===== src/rtl/dmairq_pkg.sv =====
package dmairq_pkg;

    localparam int unsigned ADDR_W = 8;

    localparam logic [ADDR_W-1:0] OFS_MASK     = 8'h8C;
    localparam logic [ADDR_W-1:0] OFS_MASK_SET = 8'h90;
    localparam logic [ADDR_W-1:0] OFS_MASK_CLR = 8'h94;
    localparam logic [ADDR_W-1:0] OFS_FLUSH    = 8'h98;
    localparam logic [ADDR_W-1:0] OFS_ACK      = 8'h9C;
    localparam logic [ADDR_W-1:0] OFS_MASKED   = 8'hA0;
    localparam logic [ADDR_W-1:0] OFS_RAW      = 8'hA4;

    typedef struct packed {
        logic mask_load;
        logic mask_set;
        logic mask_clr;
        logic pend_flush;
        logic pend_ack;
    } wr_strobe_t;

    typedef enum logic [1:0] {
        RSEL_NONE,
        RSEL_MASK,
        RSEL_MASKED,
        RSEL_RAW
    } rsel_e;

    function automatic rsel_e rsel_of(input logic [ADDR_W-1:0] a);
        case (a)
            OFS_MASK:   return RSEL_MASK;
            OFS_MASKED: return RSEL_MASKED;
            OFS_RAW:    return RSEL_RAW;
            default:    return RSEL_NONE;
        endcase
    endfunction

endpackage


===== src/rtl/dmairq_decode.sv =====
module dmairq_decode
    import dmairq_pkg::*;
(
    input  logic [ADDR_W-1:0] addr,
    input  logic              wr,
    output wr_strobe_t        stb,
    output rsel_e             rsel
);

    always_comb begin
        stb            = '0;
        stb.mask_load  = wr && (addr == OFS_MASK);
        stb.mask_set   = wr && (addr == OFS_MASK_SET);
        stb.mask_clr   = wr && (addr == OFS_MASK_CLR);
        stb.pend_flush = wr && (addr == OFS_FLUSH);
        stb.pend_ack   = wr && (addr == OFS_ACK);
        rsel           = rsel_of(addr);
    end

endmodule


===== src/rtl/dmairq_mask_bank.sv =====
module dmairq_mask_bank
    import dmairq_pkg::*;
#(
    parameter int unsigned SRC_N = 16
) (
    input  logic             clk,
    input  logic             rst,
    input  wr_strobe_t       stb,
    input  logic [SRC_N-1:0] wdata,
    output logic [SRC_N-1:0] mask_q
);

    always_ff @(posedge clk) begin
        if (rst)
            mask_q <= '1;
        else if (stb.mask_load)
            mask_q <= wdata;
        else if (stb.mask_set)
            mask_q <= mask_q | wdata;
        else if (stb.mask_clr)
            mask_q <= mask_q & ~wdata;
    end

    AST_MASK_SET_ONLY: assert property (@(posedge clk) disable iff (rst)
        stb.mask_set |=> ((mask_q & $past(wdata)) == $past(wdata))
                         && ((mask_q & ~$past(wdata)) == ($past(mask_q) & ~$past(wdata))));
    AST_MASK_CLR_ONLY: assert property (@(posedge clk) disable iff (rst)
        stb.mask_clr |=> ((mask_q & $past(wdata)) == '0)
                         && ((mask_q & ~$past(wdata)) == ($past(mask_q) & ~$past(wdata))));
    AST_MASK_HOLD: assert property (@(posedge clk) disable iff (rst)
        !(stb.mask_load || stb.mask_set || stb.mask_clr) |=> $stable(mask_q));

endmodule


===== src/rtl/dmairq_pend_bank.sv =====
module dmairq_pend_bank
    import dmairq_pkg::*;
#(
    parameter int unsigned SRC_N = 16
) (
    input  logic             clk,
    input  logic             rst,
    input  logic [SRC_N-1:0] evt,
    input  wr_strobe_t       stb,
    input  logic [SRC_N-1:0] wdata,
    output logic [SRC_N-1:0] pend_q
);

    for (genvar b = 0; b < SRC_N; b++) begin : g_bit
        always_ff @(posedge clk) begin
            if (rst)
                pend_q[b] <= 1'b0;
            else if (evt[b])
                pend_q[b] <= 1'b1;
            else if (stb.pend_flush || (stb.pend_ack && wdata[b]))
                pend_q[b] <= 1'b0;
        end
    end

    AST_EVT_WINS: assert property (@(posedge clk) disable iff (rst)
        (|evt) |=> ((pend_q & $past(evt)) == $past(evt)));
    AST_FLUSH_ALL: assert property (@(posedge clk) disable iff (rst)
        (stb.pend_flush && !(|evt)) |=> (pend_q == '0));
    AST_ACK_BITS: assert property (@(posedge clk) disable iff (rst)
        stb.pend_ack |=> ((pend_q & $past(wdata & ~evt)) == '0));
    AST_PEND_HOLD: assert property (@(posedge clk) disable iff (rst)
        !(|evt || stb.pend_flush || stb.pend_ack) |=> $stable(pend_q));

endmodule


===== src/rtl/dma_done_irq_agg.sv =====
module dma_done_irq_agg
    import dmairq_pkg::*;
#(
    parameter int unsigned SRC_N  = 16,
    parameter int unsigned DATA_W = 32
) (
    input  logic              clk,
    input  logic              rst,
    input  logic [SRC_N-1:0]  evt_i,
    input  logic [ADDR_W-1:0] bus_addr,
    input  logic              bus_wr,
    input  logic [DATA_W-1:0] bus_wdata,
    output logic [DATA_W-1:0] bus_rdata,
    output logic              irq_o
);

    wr_strobe_t       stb;
    rsel_e            rsel;
    logic [SRC_N-1:0] mask_q;
    logic [SRC_N-1:0] pend_q;
    logic [SRC_N-1:0] live;

    dmairq_decode u_dec (
        .addr (bus_addr),
        .wr   (bus_wr),
        .stb  (stb),
        .rsel (rsel)
    );

    dmairq_mask_bank #(.SRC_N(SRC_N)) u_mask (
        .clk    (clk),
        .rst    (rst),
        .stb    (stb),
        .wdata  (bus_wdata[SRC_N-1:0]),
        .mask_q (mask_q)
    );

    dmairq_pend_bank #(.SRC_N(SRC_N)) u_pend (
        .clk    (clk),
        .rst    (rst),
        .evt    (evt_i),
        .stb    (stb),
        .wdata  (bus_wdata[SRC_N-1:0]),
        .pend_q (pend_q)
    );

    assign live  = pend_q & ~mask_q;
    assign irq_o = |live;

    always_comb begin
        case (rsel)
            RSEL_MASK:   bus_rdata = DATA_W'(mask_q);
            RSEL_MASKED: bus_rdata = DATA_W'(live);
            RSEL_RAW:    bus_rdata = DATA_W'(pend_q);
            default:     bus_rdata = '0;
        endcase
    end

    AST_IRQ_QUIET_WHEN_MASKED: assert property (@(posedge clk) disable iff (rst)
        (mask_q == '1) |-> !irq_o);
    AST_READ_NO_EFFECT: assert property (@(posedge clk) disable iff (rst)
        (!bus_wr && !(|evt_i)) |=> ($stable(pend_q) && $stable(mask_q)));

endmodule


===== config.mk =====
export PLATFORM = sky130hd
export DESIGN_NAME = dma_done_irq_agg
export DESIGN_NICKNAME = d
export VERILOG_FILES = /design/src/rtl/dmairq_pkg.sv /design/src/rtl/dmairq_decode.sv /design/src/rtl/dmairq_mask_bank.sv /design/src/rtl/dmairq_pend_bank.sv /design/src/rtl/dma_done_irq_agg.sv
export SDC_FILE = /design/constraint.sdc
export NUM_CORES = 1
export LEC_CHECK = 0
export ABC_AREA = 1
export BUFFER_PORTS_ARGS = -buffer_cell sky130_fd_sc_hd__buf_2
export CAP_MARGIN = 15
export CORE_ASPECT_RATIO = 0.75
export CORE_MARGIN = 4
export CORE_UTILIZATION = 52
export DETAILED_ROUTE_END_ITERATION = 10
export GPL_ROUTABILITY_DRIVEN = 0
export PLACE_DENSITY = 0.86
export SKIP_LAST_GASP = 1
export SLEW_MARGIN = 40
export SYNTH_ARGS = -nofsm -noshare
export SYNTH_HDL_FRONTEND = slang
export SYNTH_SLANG_ARGS = --single-unit

===== constraint.sdc =====
create_clock -name clk -period 2 [get_ports clk]
set_input_delay 0.3 -clock clk [delete_from_list [all_inputs] [get_ports clk]]
set_output_delay 0.3 -clock clk [all_outputs]
set_load 0.03 [all_outputs]

==> out/results.ini, run 1 <==
[sta]
setup_ws_ns = 0.1330
hold_viol = 0
timing.fmax_ghz = 0.5356
period_minus_slack_ns = 1.867
fin_hold_ws_ns = 0.2462
timing.slew.headroom = 0.6111
setup_violations = 0
maxSlewViolCount = 0
worstMarginPinSlew_ns = 0.5834
tns_ns = 0
grt_setup_unrepaired = false
finalClockSkew_ns = 0
fin_crit_sh = 0.9335

[cts]
path_clk_slew_ns = 0.07
clk-insertion-delay-late_ns = 0.28
cts_hold_buf = 0
ctsHtreeMaxLevel = 2
cts_buffers = 5
cts_tree = built
cts_resized = 0
cts.sinks = 32
postCtsSetupBuffers = 0
cts_buffer_depth = 2
cts_root_buf = clkbuf_8

[routing]
wl_um = 6110
drtIter0Drc = 163
vias = 2468
wl_per_cell_um = 13.00
via_per_inst = 5.251
ant_nets = 0
remaining_drc_errors = 0
firstDrtPassIters = 5

[critical_path]
reg2reg_slack_ns = 1.24
rr_endpoint = u_pend.pend_q[0]
r2r_start = u_pend.pend_q[0]
arrival_ns = 1.57
worstPathMaxFanout = 7
worstSetupPathType = in2out
start_kind = primary input
worstPathRequired_ns = 1.70
r2r.worst_path.cells = 4
endpoint_kind = output pin

[logic_synthesis]
synth_seq_cells = 32
synth_area_leaders = dfxtp_1 29%, nand2_1 16%, inv_1 9.1%, nand3_1 7.3%, a21oi_1 6.9%
seq_area_frac_synth = 0.2929
syn_area_um2 = 2187
yosys_warnings = 0
synth.most_common_cell = nand2_1
synthArstFlopShare = 0
synth_cell_types = 25
syn_inst = 353
synth_commonest_cells = 93 x nand2_1, 53 x inv_1, 32 x dfxtp_1, 32 x nand3_1, 30 x a21oi_1
yosys.area.top_type_share = 0.2929
synth_ff_type = dfxtp_1
synth_edf_count = 0
syn_area_per_cell_um2 = 6.196
synth_top_cell_by_area = dfxtp_1

[placement]
pre_cts_ws_ns = 0.1680
portBuffers = 59
hpwl_um = 4379

[die]
die-area_um2 = 5318
initial_core_util = 0.5395
die_h_um = 64.17
die_w_um = 82.89
io_pins = 92
coreArea_um2 = 4054
rows = 20

[finish]
final_util = 0.6367
n_antenna_cell = 0
drive_above_1_share = 0.2265
areaGrowthSynthToFinish_pct = 18.02
nNetsFinal = 474

[power_and_ir_drop]
cellPowerDensity_nw_per_um2 = 557.5
finalPower_w = 0.001439
vdd_drop_max_v = 0.0003041
power.leakage_nw = 1.440

[worst_hold_path]
min_from = evt_i[13]
worstHoldPathType = in2reg
whs_endpoint = u_pend.pend_q[13]
hold_depth = 3

[job]
drv_cap = 0

[global_route]
grt_max_degree = 32
antenna_found_initial = 0
grt_pass1_wl_um = 9784
grt-ovfl-total = 0
gr-usage-all-layers = 0.2252
grt_pass1_vias = 2202

[status]
status = finished clean

-- placed cells by master, fill, tap and decap left out --
cell type / instances
nor2_1: 27
nand2_2: 6
o21ai_1: 1
nand4_1: 16
o211ai_1: 11
nor3_1: 3
nor2_2: 1
or2_2: 5
nand2_1: 93
nand3_1: 32
nor3_2: 1
inv_2: 1
dfxtp_1: 32
buf_2: 59
o21ai_0: 5
conb_1: 16
inv_1: 53
buf_4: 8
nand3_2: 1
nor3_4: 1
a21oi_1: 30
clkbuf_8: 7
nor2_4: 4
o22ai_1: 2
-- power by group --
part | internal (W) | total, W | switching [W] | leakage (nW)
logic | 0.0000727 | 0.000233 | 0.000160 | 1.13
registers | 0.000662 | 0.000673 | 0.0000107 | 0.264
clock network | 0.000306 | 0.000534 | 0.000228 | 0.0503
total | 0.00104 | 0.00144 | 0.000398 | 1.44
-- area by class of cell --
class	count	area [um^2]
inverter	54	202.7
tap	55	68.82
clock buffer	7	96.34
sequential	32	640.6
multi-input combinational	255	1217
fill	387	1473
timing repair buffer	67	355.3
-- layer usage --
| metal | share of wire | wire length, um | track usage | vias up |
|---|---|---|---|---|
| met4 | 0.017 | 104 | 0.08776 | 0 |
| met2 | 0.48 | 2926 | 0.3820 | 123 |
| met1 | 0.41 | 2513 | 0.2786 | 1112 |
| met5 | 0 | 0 | 0 | - |
| met3 | 0.092 | 565 | 0.05026 | 15 |
| li1 | - | - | - | 1218 |
-- metrics by stage --
step                      instance area, um^2  instances
after floorplan                          2243        368
after detailed placement                 2485        463
final                                    2581        470
after global routing                     2581        470
after global placement                   2485        463
after CTS                                2581        470
-- how the worst max path moves through the flow --
| stage | startpoint | endpoint | slack (ns) | cells after the start |
|---|---|---|---|---|
| CTS | bus_addr[6] | bus_rdata[15] | 0.16 | 7 |
| finish | bus_addr[6] | bus_rdata[3] | 0.13 | 7 |
| floorplan | bus_addr[6] | bus_rdata[0] | 0.23 | 5 |
| global route | bus_addr[6] | bus_rdata[3] | 0.03 | 7 |
| detailed placement | bus_addr[6] | bus_rdata[15] | 0.17 | 7 |
| global placement | bus_addr[6] | bus_rdata[14] | 0.19 | 7 |
-- cells by family after synthesis --
group	synth area share
other cells	0.001715
simple gates	0.4033
compound gates	0.1259
buf+inv	0.1762
flops	0.2929
-- critical path, stage by stage --
cell and delay (ns):
buf_2 0.10, inv_1 0.05, nand2_2 0.09, nor3_4 0.24, nand2_1 0.26, o211ai_1 0.28, buf_2 0.24
No activity file was read; power rests on OpenSTA's default activity.
==> inputs of run 2 (changes only) <==
--- a/config.mk
+++ b/config.mk
@@ -10,7 +10,7 @@
 export CAP_MARGIN = 15
 export CORE_ASPECT_RATIO = 0.75
 export CORE_MARGIN = 4
-export CORE_UTILIZATION = 52
+export CORE_UTILIZATION = 53
 export DETAILED_ROUTE_END_ITERATION = 10
 export GPL_ROUTABILITY_DRIVEN = 0
 export PLACE_DENSITY = 0.86
@@ -18,4 +18,5 @@
 export SLEW_MARGIN = 40
 export SYNTH_ARGS = -nofsm -noshare
 export SYNTH_HDL_FRONTEND = slang
+export SYNTH_HIERARCHICAL = 1
 export SYNTH_SLANG_ARGS = --single-unit
==> run 2 against run 1 <==
Compared with the run above:
- hold slack got worse by 0.00076 ns
- largest power group unchanged
- critical endpoint is now bus_rdata[0]
- synthesized cell count up 0.28%
- sequential power rose by 2%
- core utilization increased by 0.16 points
- clock skew unchanged
- clock power decreased by 11%
- wire length down 5.9%
==> out/results.ini, run 2 <==
[placement]
placed_cells = 458
portBuffers = 59
pre_cts_ws_ns = 0.1364
hpwl_um = 4107

[sta]
fin_hold_ws_ns = 0.2454
setup_violations = 0
tns_ns = 0
fin_crit_sh = 0.9526
hold_viol = 0
period_minus_slack_ns = 1.905
grt_setup_unrepaired = false
maxSlewViolCount = 0
timing.slew.headroom = 0.5365
finalClockSkew_ns = 0
setup_ws_ns = 0.09479
timing.fmax_ghz = 0.5249
worstMarginPinSlew_ns = 0.6952

[cts]
clk-insertion-delay-late_ns = 0.29
cts_root_buf = clkbuf_8
postCtsSetupBuffers = 0
ctsHtreeMaxLevel = 2
path_clk_slew_ns = 0.06
cts.sinks = 32
cts_buffer_depth = 2
cts_buffers = 5
cts_resized = 0
cts_hold_buf = 0
cts_tree = built

[finish]
n_antenna_cell = 0
layout_commonest_cell = nand2_1
mostFrequentLayoutCells = 122 x nand2_1, 59 x buf_2, 47 x inv_1, 32 x dfxtp_1, 22 x a21oi_1
stdcell_count = 465
nNetsFinal = 469
areaGrowthSynthToFinish_pct = 12.33
drive_above_1_share = 0.3220

[logic_synthesis]
synth_edf_count = 0
synth.most_common_cell = nand2_1
synth_top_cell_by_area = dfxtp_1
seq_area_frac_synth = 0.2698
synth_cell_types = 27
syn_area_per_cell_um2 = 6.708
yosys.area.top_type_share = 0.2698
syn_area_um2 = 2375
yosys_warnings = 6
synthArstFlopShare = 0
synth_commonest_cells = 122 x nand2_1, 47 x inv_1, 32 x dfxtp_1
synth_seq_cells = 32
synth_area_leaders = dfxtp_1 27%, nand2_1 19%, inv_1 7.4%, buf_4 6.0%, a22oi_2 5.3%
syn_inst = 354
synth_ff_type = dfxtp_1

[routing]
wl_per_cell_um = 12.36
via_per_inst = 4.858
wl_met3_um = 508
vias = 2259
top_layer_used = met4
ant_nets = 0
remaining_drc_errors = 0
wl_met2_um = 2669
wl_um = 5747
firstDrtPassIters = 4
wl_met1_um = 2472
drtIter0Drc = 100

[critical_path]
worstPathRequired_ns = 1.70
critPathSlowestCell = a22oi_1
r2r.worst_path.cells = 2
worstPathMaxFanout = 16
reg2reg_slack_ns = 1.35
rr_endpoint = u_pend/pend_q[0]
endpoint_kind = output pin
r2r_start = u_pend/pend_q[0]
cp_common_cell = nand2_1
path_cells = buf_2 -> inv_1 -> nand2_1 -> nor2_1 -> nand2_1 -> nand2_1 -> inv_1 -> buf_4 -> a22oi_1 -> buf_2
worstSetupPathType = in2out
arrival_ns = 1.61
start_kind = primary input
crit_path_max_incr_delay_ns = 0.25

[die]
coreArea_um2 = 4179
die_h_um = 65.97
die_w_um = 85.30
initial_core_util = 0.5683
rows = 20
io_pins = 92
die-area_um2 = 5627

[worst_hold_path]
worstHoldPathType = in2reg
min_from = evt_i[12]
whs_endpoint = u_pend/pend_q[12]
hold_depth = 3

[global_route]
grt_max_degree = 33
gr-usage-all-layers = 0.2159
grt_pass1_wl_um = 9666
grt-ovfl-total = 0
antenna_found_initial = 0
grt_pass1_vias = 2171

[job]
drv_cap = 0

[status]
status = finished clean

[power_and_ir_drop]
vdd_drop_max_v = 0.0003059
power.leakage_nw = 1.612
cellPowerDensity_nw_per_um2 = 514.0

==> run 2: area by class of cell <==
class,count,area [um^2]
repair buffers,64,345.3
clock inverters,1,5.005
well taps,55,68.82
multi-input cells,253,1325
fillers,395,1511
clock buffers,6,72.57
flip-flops and latches,32,640.6
inverters,54,210.2
==> run 2: per-stage QoR <==
step / power, W / util / area [um^2]
2_1_floorplan: 0.0008590 / - / 2431
3_3_place_gp: 0.0009006 / 0.6198 / 2590
3_5_place_dp: 0.0009081 / 0.6198 / 2590
4_1_cts: 0.001382 / 0.6383 / 2668
5_1_grt: 0.001449 / 0.6383 / 2668
6_report: 0.001371 / 0.6383 / 2668
==> run 2: critical path: cells and delay by family <==
kind	cells	cell delay [ns]
AOI/OAI and AO/OA	1	0.25
and+or+nand+nor	4	0.41
buffers and inverters	5	0.63
==> run 2: worst max path at each step <==
stage                start           end  slack, ns
5_1_grt        bus_addr[6]  bus_rdata[0]       0.03
3_5_place_dp   bus_addr[6]  bus_rdata[0]       0.14
6_report       bus_addr[6]  bus_rdata[0]       0.09
3_3_place_gp   bus_addr[1]  bus_rdata[0]       0.18
4_1_cts        bus_addr[6]  bus_rdata[0]       0.13
2_1_floorplan  bus_addr[1]  bus_rdata[0]       0.29
==> run 2: logic make-up (layout without fill, tap and decap cells) <==
| family | Yosys count | count (layout) | share of synthesized area |
|---|---|---|---|
| AO/OA/AOI/OAI | 48 | 48 | 0.1549 |
| AND/OR/NAND/NOR | 189 | 189 | 0.3757 |
| buffers and inverters | 84 | 125 | 0.1981 |
| flip-flops | 32 | 32 | 0.2698 |
| other | 1 | 16 | 0.001579 |
==> run 2: where the power goes <==
part,switching (W),internal (W),total (W)
clock network,0.000239,0.000236,0.000475
registers,0.0000216,0.000662,0.000684
logic,0.000135,0.0000770,0.000212
==> run 2: per-layer routing <==
| metal | global-route usage | vias up |
|---|---|---|
| li1 | - | 1167 |
| met4 | 0.07905 | 0 |
| met5 | 0 | - |
| met3 | 0.05355 | 9 |
| met2 | 0.3798 | 78 |
| met1 | 0.2547 | 1005 |
